## config.mk

```make
export PLATFORM = sky130hd
export DESIGN_NAME = pwr_button_ctrl
export DESIGN_NICKNAME = d
export VERILOG_FILES = /design/src/rtl/pwr_button_pkg.sv /design/src/rtl/pwr_btn_debounce.sv /design/src/rtl/pwr_state_fsm.sv /design/src/rtl/pwr_button_ctrl.sv
export SDC_FILE = /design/constraint.sdc
export NUM_CORES = 1
export LEC_CHECK = 0
export BUFFER_PORTS_ARGS = -buffer_cell sky130_fd_sc_hd__buf_2
export CORE_MARGIN = 2
export CORE_UTILIZATION = 55
export CTS_CLUSTER_DIAMETER = 30
export DETAILED_ROUTE_END_ITERATION = 8
export GPL_TIMING_DRIVEN = 0
export PLACE_DENSITY = 0.73
export RECOVER_POWER = 25
export SLEW_MARGIN = 20
export SYNTH_ARGS = -nofsm -noshare
export SYNTH_HDL_FRONTEND = slang
export SYNTH_HIERARCHICAL = 1
export SYNTH_SLANG_ARGS = --single-unit
```

## constraint.sdc

```tcl
create_clock -name clk_i -period 2.94 [get_ports clk_i]
set_clock_uncertainty 0.05 [all_clocks]
set_input_delay 0.441 -clock clk_i [delete_from_list [all_inputs] [get_ports clk_i]]
set_output_delay 0.441 -clock clk_i [all_outputs]
set_load 0.05 [all_outputs]
```

## src/rtl/pwr_button_pkg.sv

```systemverilog
package pwr_button_pkg;
  typedef enum logic [1:0] {
    ST_OFF  = 2'd0,
    ST_ON   = 2'd1,
    ST_REQ  = 2'd2,
    ST_PEND = 2'd3
  } pwr_state_e;
endpackage

```

## src/rtl/pwr_btn_debounce.sv

```systemverilog
module pwr_btn_debounce #(
  parameter int unsigned DEBOUNCE_CYC = 65536,
  parameter int unsigned SYNC_STAGES  = 2
) (
  input  logic clk_i,
  input  logic rst_ni,
  input  logic btn_ni,
  output logic pressed_o
);
  localparam int unsigned CW = $clog2(DEBOUNCE_CYC + 1);

  logic [SYNC_STAGES-1:0] sync_q;
  logic [CW-1:0]          cnt_q;
  logic                   pressed_q;
  logic                   samp_pressed;

  generate
    if (SYNC_STAGES == 1) begin : g_sync1
      always_ff @(posedge clk_i or negedge rst_ni)
        if (!rst_ni) sync_q <= '1;
        else         sync_q <= btn_ni;
    end else begin : g_syncn
      always_ff @(posedge clk_i or negedge rst_ni)
        if (!rst_ni) sync_q <= '1;
        else         sync_q <= {sync_q[SYNC_STAGES-2:0], btn_ni};
    end
  endgenerate

  assign samp_pressed = ~sync_q[SYNC_STAGES-1];

  // level flips only after DEBOUNCE_CYC consecutive differing samples
  always_ff @(posedge clk_i or negedge rst_ni) begin
    if (!rst_ni) begin
      cnt_q     <= '0;
      pressed_q <= 1'b0;
    end else if (samp_pressed == pressed_q) begin
      cnt_q <= '0;
    end else if (cnt_q == CW'(DEBOUNCE_CYC - 1)) begin
      cnt_q     <= '0;
      pressed_q <= samp_pressed;
    end else begin
      cnt_q <= cnt_q + 1'b1;
    end
  end

  assign pressed_o = pressed_q;

  p_cnt_bound_r2: assert property (@(posedge clk_i) disable iff (!rst_ni)
    cnt_q < CW'(DEBOUNCE_CYC));
  p_flip_qualified_r2: assert property (@(posedge clk_i) disable iff (!rst_ni)
    (pressed_q != $past(pressed_q)) |-> ($past(samp_pressed) == pressed_q));
endmodule

```

## src/rtl/pwr_state_fsm.sv

```systemverilog
module pwr_state_fsm
  import pwr_button_pkg::*;
(
  input  logic clk_i,
  input  logic rst_ni,
  input  logic press_i,
  input  logic off_ack_i,
  input  logic deact_done_i,
  output logic off_req_o,
  output logic deact_now_o,
  output logic pwr_en_o
);
  pwr_state_e state_q, state_d;
  logic       armed_q, armed_d;

  always_comb begin
    state_d = state_q;
    armed_d = armed_q | ~press_i;
    unique case (state_q)
      ST_OFF:  if (press_i && armed_q) begin state_d = ST_ON;  armed_d = 1'b0; end
      ST_ON:   if (press_i && armed_q) begin state_d = ST_REQ; armed_d = 1'b0; end
      ST_REQ:  state_d = ST_PEND;
      ST_PEND: if (off_ack_i && deact_done_i) begin
        state_d = ST_OFF;
        armed_d = 1'b0; // release required before next power-up
      end
      default: state_d = ST_OFF;
    endcase
  end

  always_ff @(posedge clk_i or negedge rst_ni) begin
    if (!rst_ni) begin
      state_q <= ST_OFF;
      armed_q <= 1'b0;
    end else begin
      state_q <= state_d;
      armed_q <= armed_d;
    end
  end

  assign pwr_en_o    = (state_q != ST_OFF);
  assign off_req_o   = (state_q == ST_REQ) || (state_q == ST_PEND);
  assign deact_now_o = (state_q == ST_REQ);

  p_on_needs_press_r3: assert property (@(posedge clk_i) disable iff (!rst_ni)
    $rose(pwr_en_o) |-> $past(press_i));
  p_req_from_press_r4: assert property (@(posedge clk_i) disable iff (!rst_ni)
    $rose(off_req_o) |-> ($past(pwr_en_o) && $past(press_i)));
  p_pulse_once_r5: assert property (@(posedge clk_i) disable iff (!rst_ni)
    deact_now_o |=> (!deact_now_o && off_req_o));
  p_off_needs_both_r6: assert property (@(posedge clk_i) disable iff (!rst_ni)
    $fell(pwr_en_o) |-> ($past(off_ack_i) && $past(deact_done_i)));
  p_hold_pending_r7: assert property (@(posedge clk_i) disable iff (!rst_ni)
    (off_req_o && !(off_ack_i && deact_done_i)) |=> pwr_en_o);
  p_req_clears_r8: assert property (@(posedge clk_i) disable iff (!rst_ni)
    $fell(pwr_en_o) |-> !off_req_o);
endmodule

```

## src/rtl/pwr_button_ctrl.sv

```systemverilog
module pwr_button_ctrl #(
  parameter int unsigned DEBOUNCE_CYC = 65536,
  parameter int unsigned SYNC_STAGES  = 2
) (
  input  logic clk_i,
  input  logic rst_ni,
  input  logic btn_ni,
  input  logic off_ack_i,
  input  logic deact_done_i,
  output logic off_req_o,
  output logic deact_now_o,
  output logic pwr_en_o
);
  logic pressed;

  pwr_btn_debounce #(
    .DEBOUNCE_CYC(DEBOUNCE_CYC),
    .SYNC_STAGES (SYNC_STAGES)
  ) u_debounce (
    .clk_i    (clk_i),
    .rst_ni   (rst_ni),
    .btn_ni   (btn_ni),
    .pressed_o(pressed)
  );

  pwr_state_fsm u_fsm (
    .clk_i       (clk_i),
    .rst_ni      (rst_ni),
    .press_i     (pressed),
    .off_ack_i   (off_ack_i),
    .deact_done_i(deact_done_i),
    .off_req_o   (off_req_o),
    .deact_now_o (deact_now_o),
    .pwr_en_o    (pwr_en_o)
  );
endmodule

```

==> impl_metrics.env, run 1 <==
export IMPL_synthToLayoutAreaGrowth_pct=8.18
export IMPL_hold_buffers=0
export IMPL_wl_per_cell_um=13.6
export IMPL_synth_area_sq_mm=0.00116
export IMPL_start_util_pct=58.6
export IMPL_endpoint_kind="register"
export IMPL_synth_edff_count=0
export IMPL_wirelength_um=1970
export IMPL_yosysUniqueCellTypes=26
export IMPL_cts_resized=0
export IMPL_power_density_mw_per_mm2=388
export IMPL_cp_slowest_cell="o41ai_4"
export IMPL_nets=128
export IMPL_synth_top_area_share_pct=45.2
export IMPL_die_x_um=50.0
export IMPL_grt_remaining_overflow=0
export IMPL_final_layout_size_suffix_gt1_share_pct=19.7
export IMPL_syn_area_per_cell_sq_um=11.0
export IMPL_synth_ff_type="dfrtp_1"
export IMPL_fin_crit_ps=2080
export IMPL_crit_fanout=10
export IMPL_timing_hold_ws_ps=173
export IMPL_viasPerCell=5.31
export IMPL_finalCritPeriodShare_pct=70.7
export IMPL_total_power_mw=0.488
export IMPL_drc=0
export IMPL_clock_sinks=23
export IMPL_ys_top_cells_by_count="dfrtp_1 (21), nor2_1 (18), xnor2_1 (12)"
export IMPL_cts_tree="done"
export IMPL_cts_buffer_depth=2
export IMPL_crit_arrival_ps=2230
export IMPL_cts_setup_buffers=0
export IMPL_die_area_sq_mm=0.00250
export IMPL_finalMaxSlewViolations=0
export IMPL_io_buffers=7
export IMPL_power_leakage_nw=0.531
export IMPL_setup_viol=0
export IMPL_required_ps=3090
export IMPL_grt_pass1_wl_um=3480
export IMPL_antenna_found_initial=0
export IMPL_ys_seq_elements=23
export IMPL_via_count=764
export IMPL_fp_row_count=16
export IMPL_async_reset_ff_share_pct=100
export IMPL_path_buf_inv=1
export IMPL_crit_path_start_kind="register"
export IMPL_netlist_instances=106
export IMPL_track_usage_pct=18.5
export IMPL_routabilityCongestion=0.753
export IMPL_critPathMaxStageDelay_ps=570
export IMPL_vdd_ir_drop_max_v=0.000417
export IMPL_yosysWarningCount=6
export IMPL_cts_buffers=3
export IMPL_cp_top_family="simple AND/OR/NAND/NOR gates"
export IMPL_yosysSeqAreaShare_pct=49.7
export IMPL_final_util_pct=63.4
export IMPL_grt_setup_unrepaired="false"
export IMPL_yosysTopAreaCell="dfrtp_1"
export IMPL_fmaxAchievable_mhz=481
export IMPL_cap_violations=0
export IMPL_syn_nets=116
export IMPL_tns_ps=0
export IMPL_drt_pass1_iter_count=4
export IMPL_slew_headroom_pct=19.2
export IMPL_antenna_left=0
export IMPL_hp_class="in2reg"
export IMPL_synth_area_top_cells="dfrtp_1 (45%), xnor2_1 (9.0%), nor2_1 (5.8%)"
export IMPL_nFillCells=155
export IMPL_worst_pin_slew_ps=1210
export IMPL_io_pins=8
export IMPL_crit_chain="nand4_1 -> or3_4 -> o41ai_4 -> buf_6 -> nor2_1"
export IMPL_yosysMostFrequentCell="dfrtp_1"
export IMPL_grt_pass1_vias=783
export IMPL_hpwlAfterDp_um=1460
export IMPL_status="finished, final reports clean"
export IMPL_hold_viol=0
export IMPL_grt_max_degree=24
export IMPL_cts_root_buf="clkbuf_4"
export IMPL_worstSkewPairLatency_ps=300
export IMPL_core_sq_mm=0.00198
export IMPL_n_antenna_cell=0
export IMPL_die_h_um=50.0
export IMPL_dr_first_iter_drc_count=7
export IMPL_clk_pin_slew_ps=120
export IMPL_critical_path_class="reg2reg"
export IMPL_htree_levels=1
==> state kept, by name, indices dropped and copies added (netlist names) <==
name	flops
u_debounce/cnt_q	17
u_debounce/sync_q	2
u_debounce/pressed_o	1
u_fsm/state_q	2
u_fsm/armed_q	1
==> through the flow <==
stage          setup slack, ps  instance area (sq um)  std cells
4_1_cts                    850                   1260        144
5_1_grt                    726                   1260        144
2_1_floorplan             1100                   1160        106
3_5_place_dp               886                   1230        140
6_report                   860                   1260        144
3_3_place_gp               911                   1230        140
==> where the power goes <==
part	switching [mW]	internal, mW	leakage [nW]	total, mW
logic	0.0152	0.00790	0.212	0.0231
clock network	0.0881	0.0508	0.0177	0.139
registers	0.00383	0.322	0.302	0.326
==> area by class of cell <==
type,instances,area (sq um),share of cell area [%]
buffer,1,11.3,0.896
timing repair buffer,7,33.8,2.69
clock buffer,3,22.5,1.79
inverter,7,26.3,2.09
tap,27,33.8,2.69
multi-input combinational,75,547,43.5
clock inverter,1,5.00,0.398
sequential,23,578,46.0
==> layout by cell type (no fill, tap or decap), types with 3 or more instances in the layout <==
master / n
buf_2: 6
clkbuf_4: 3
dfrtp_1: 21
ha_1: 5
inv_1: 7
nand2_1: 5
nand3_1: 4
nand4_1: 3
nor2_1: 18
nor3_1: 5
nor4_1: 5
o21ai_0: 3
xnor2_1: 12
==> metal layers <==
layer	routed length (um)	vias up	part of all wire (%)	GRT usage, %
met5	0	-	0	0
met4	0	0	0	1.39
met3	63	0	3.2	6.36
met2	985	13	50	31.3
met1	916	368	47	24.0
li1	-	383	-	-
==> path summary, 6_finish.rpt <==
check                      slack (ps)  cells past startpoint                                to                           start
min in group asynchronous         300                      1     u_debounce/cnt_q[8]$_DFF_PN0_                          rst_ni
setup / recovery                  860                      5    u_debounce/cnt_q[15]$_DFF_PN0_   u_debounce/cnt_q[3]$_DFF_PN0_
hold / removal                    170                      1    u_debounce/sync_q[0]$_DFF_PN1_                          btn_ni
hold reg to reg                   320                      0    u_debounce/sync_q[1]$_DFF_PN1_  u_debounce/sync_q[0]$_DFF_PN1_
setup reg to reg                  860                      5    u_debounce/cnt_q[15]$_DFF_PN0_   u_debounce/cnt_q[3]$_DFF_PN0_
max in group asynchronous        1820                      1  u_debounce/pressed_o$_DFFE_PN0P_                          rst_ni
==> kinds of logic (layout without fill, tap and decap cells) <==
group | count (synthesis) | after routing | synth area share (%)
buffers and inverters | 8 | 19 | 3.23
AO/OA/AOI/OAI | 8 | 8 | 7.96
AND/OR/NAND/NOR | 45 | 45 | 20.1
XOR/XNOR | 14 | 14 | 10.5
adder cells (fa/ha/maj) | 5 | 5 | 5.38
multiplexers | 3 | 3 | 3.01
flip-flops | 23 | 23 | 49.7
No activity file was read; power rests on OpenSTA's default activity.
==> run 2, diff against run 1 <==
--- a/config.mk
+++ b/config.mk
@@ -5,9 +5,10 @@
 export SDC_FILE = /design/constraint.sdc
 export NUM_CORES = 1
 export LEC_CHECK = 0
+export ABC_AREA = 1
 export BUFFER_PORTS_ARGS = -buffer_cell sky130_fd_sc_hd__buf_2
 export CORE_MARGIN = 2
-export CORE_UTILIZATION = 55
+export CORE_UTILIZATION = 53
 export CTS_CLUSTER_DIAMETER = 30
 export DETAILED_ROUTE_END_ITERATION = 8
 export GPL_TIMING_DRIVEN = 0
==> constraint.sdc (replaced) <==
create_clock -name clk_i -period 1.71 [get_ports clk_i]
set_clock_uncertainty 0.05 [all_clocks]
set_input_delay 0.2565 -clock clk_i [delete_from_list [all_inputs] [get_ports clk_i]]
set_output_delay 0.2565 -clock clk_i [all_outputs]
set_load 0.05 [all_outputs]
==> impl_metrics.env, run 2 <==
export IMPL_worst_pin_slew_ps=558
export IMPL_ys_seq_elements=23
export IMPL_drc=0
export IMPL_status="finished, final reports clean"
export IMPL_yosysUniqueCellTypes=24
export IMPL_required_ps=1400
export IMPL_htree_levels=1
export IMPL_syn_nets=172
export IMPL_clk_pin_slew_ps=120
export IMPL_grt_remaining_overflow=0
export IMPL_fmaxAchievable_mhz=598
export IMPL_cts_buffer_depth=2
export IMPL_place_ws_ps=202
export IMPL_timing_hold_ws_ps=316
export IMPL_p_int_mw=0.655
export IMPL_drt_pass1_iter_count=4
export IMPL_routabilityCongestion=0.840
export IMPL_cap_violations=0
export IMPL_p_sw_mw=0.193
export IMPL_netlist_instances=162
export IMPL_layout_setup_ws_ps=38.1
export IMPL_die_x_um=52.8
export IMPL_layout_commonest_cell="nand2_1"
export IMPL_synthToLayoutAreaGrowth_pct=13.4
export IMPL_crit_fanout=4
export IMPL_start_util_pct=56.6
export IMPL_synth_ff_type="dfrtp_1"
export IMPL_synthAdderAreaFrac_pct=4.95
export IMPL_wirelength_um=2250
export IMPL_swShare_pct=22.8
export IMPL_n_antenna_cell=0
export IMPL_cts_buffers=3
export IMPL_synth_compound_area_share_pct=3.66
export IMPL_hp_class="reg2reg"
export IMPL_grt_pass1_wl_um=3930
export IMPL_p_clk_share_pct=29.2
export IMPL_hold_viol=0
export IMPL_critPathMaxStageDelay_ps=440
export IMPL_power_frac_comb_pct=4.7
export IMPL_power_density_mw_per_mm2=592
export IMPL_grt_setup_unrepaired="true"
export IMPL_most_common_layout_cells="nand2_1 (41), nor2_1 (30), inv_1 (22)"
export IMPL_nFillCells=184
export IMPL_clock_sinks=23
export IMPL_dr_first_iter_drc_count=15
export IMPL_cts_root_buf="clkbuf_4"
export IMPL_hpwlAfterDp_um=1670
export IMPL_synth_area_top_cells="dfrtp_1 (42%), nand2_1 (12%), nor2_1 (8.9%)"
export IMPL_grt_pass1_vias=945
export IMPL_viasPerCell=4.89
export IMPL_largest_reg_flops=17
export IMPL_power_leakage_nw=0.691
export IMPL_seq_power_share_pct=66.1
export IMPL_cp_slowest_cell="dfrtp_1"
export IMPL_path_buf_inv=2
export IMPL_yosysMostFrequentCell="nand2_1"
export IMPL_die_area_sq_mm=0.00279
export IMPL_yosysSeqAreaShare_pct=45.7
export IMPL_largest_register="u_debounce/cnt_q"
export IMPL_synth_top_area_share_pct=41.6
export IMPL_fp_row_count=17
export IMPL_synth_edff_count=0
export IMPL_endpoint_kind="primary output"
export IMPL_io_pins=8
export IMPL_antenna_left=0
export IMPL_slew_headroom_pct=62.8
export IMPL_tns_ps=0
export IMPL_worstSkewPairLatency_ps=310
export IMPL_finalCritPeriodShare_pct=97.8
export IMPL_crit_path_start_kind="register"
export IMPL_instances_no_fill=205
export IMPL_synth_top_family_by_area="simple AND/OR/NAND/NOR gates"
export IMPL_cp_top_family="flip-flops"
export IMPL_core_sq_mm=0.00223
export IMPL_synth_xor_area_share_pct=4.85
export IMPL_wl_per_cell_um=11.0
export IMPL_via_count=1003
export IMPL_vdd_ir_drop_max_v=0.000476
export IMPL_antenna_found_initial=0
export IMPL_synth_area_sq_mm=0.00126
export IMPL_synthSimpleGateAreaFrac_pct=33.7
export IMPL_track_usage_pct=19.5
export IMPL_final_layout_size_suffix_gt1_share_pct=17.5
export IMPL_crit_chain="inv_2 -> ha_4 -> or2_4 -> buf_8"
export IMPL_yosysWarningCount=6
export IMPL_cts_tree="done"
export IMPL_biggestRegsByFlops="u_debounce/cnt_q x17, u_debounce/sync_q x2, u_fsm/state_q x2"
export IMPL_die_h_um=52.8
export IMPL_finalMaxSlewViolations=0
export IMPL_fin_crit_ps=1670
export IMPL_crit_arrival_ps=1370
export IMPL_synth_mux_area_fraction_pct=0
export IMPL_critical_path_class="reg2out"
export IMPL_ys_top_cells_by_count="nand2_1 (41), nor2_1 (30), inv_1 (23)"
export IMPL_syn_area_per_cell_sq_um=7.80
export IMPL_io_buffers=7
export IMPL_dp_cells=197
export IMPL_nets=188
export IMPL_async_reset_ff_share_pct=100
export IMPL_yosysTopAreaCell="dfrtp_1"
export IMPL_total_power_mw=0.849
export IMPL_grt_max_degree=24
export IMPL_setup_viol=0
[run 2: changes by cell type after synthesis, sizes merged, moves of 3 or more]
cell,before,now
inv,7,24
nand2,5,44
nand3,4,13
nor2,19,34
nor3,5,1
nor4,5,0
o21bai,0,3
xnor2,12,2
xor2,2,5
[run 2: per-stage QoR]
stage,utilization [%],instance area [sq um]
after global routing,64.1,1430
after global placement,59.7,1330
after CTS,63.0,1410
final,64.1,1430
after floorplan,-,1260
after detailed placement,59.7,1330
[run 2: kinds of logic (layout without fill, tap and decap cells)]
kind of cell | Yosys count | count (layout)
and+or+nand+nor | 96 | 96
AOI/OAI and AO/OA | 7 | 7
xor gates and xnor gates | 7 | 7
buffers and inverters | 24 | 39
DFF | 23 | 23
adders and majority gates | 5 | 5
[run 2: path summary, 6_finish.rpt]
kind | from | to | slack (ps) | cells after the start
max | u_fsm/state_q[0]$_DFFE_PN0P_ | off_req_o | 40 | 4
min | u_debounce/sync_q[0]$_DFF_PN1_ | u_debounce/sync_q[1]$_DFF_PN1_ | 320 | 0
max reg2reg | u_debounce/sync_q[1]$_DFF_PN1_ | u_debounce/cnt_q[5]$_DFF_PN0_ | 180 | 6
min reg2reg | u_debounce/sync_q[0]$_DFF_PN1_ | u_debounce/sync_q[1]$_DFF_PN1_ | 320 | 0
max in group asynchronous | rst_ni | u_debounce/sync_q[0]$_DFF_PN1_ | 840 | 2
min in group asynchronous | rst_ni | u_debounce/cnt_q[8]$_DFF_PN0_ | 400 | 2
[run 2: layout make-up]
| class | instances | area [sq um] | share of cell area, % |
|---|---|---|---|
| Inverter | 24 | 90.1 | 6.29 |
| Tap cell | 28 | 35.0 | 2.45 |
| Clock buffer | 3 | 22.5 | 1.57 |
| Clock inverter | 1 | 5.00 | 0.349 |
| Sequential cell | 23 | 578 | 40.3 |
| Multi-Input combinational cell | 115 | 616 | 43.0 |
| Timing Repair Buffer | 11 | 86.3 | 6.03 |
[run 2: repair_timing]
action / 4_1_cts / 5_1_grt
hold buffers: 2 / 0
endpoints found under the setup margin: 1 / 2
endpoints found under the hold margin: 22 / 0
setup buffers: 1 / 1
resized for setup: 7 / 5
[run 2: power groups by stage]
stage | logic (mW) | registers (mW) | clock network [mW]
finish | 0.0401 | 0.561 | 0.248
global route | 0.0477 | 0.562 | 0.286
CTS | 0.0411 | 0.561 | 0.264
detailed placement | 0.0378 | 0.571 | 0
global placement | 0.0370 | 0.570 | 0
floorplan | 0.0188 | 0.569 | 0
[run 2: worst register-to-register path, cell delays in order (launching register included)]
cell and delay, ps:
dfstp_2 560, inv_1 60, or2_1 210, nand2_1 230, inv_1 130, nand2_4 140, nor2_1 60
[run 2: layer usage]
layer  wire length [um]  global-route usage, %
met1               1050                   25.3
met2               1100                   31.5
met3                 64                   4.00
met4                 32                   8.12
met5                  0                      0
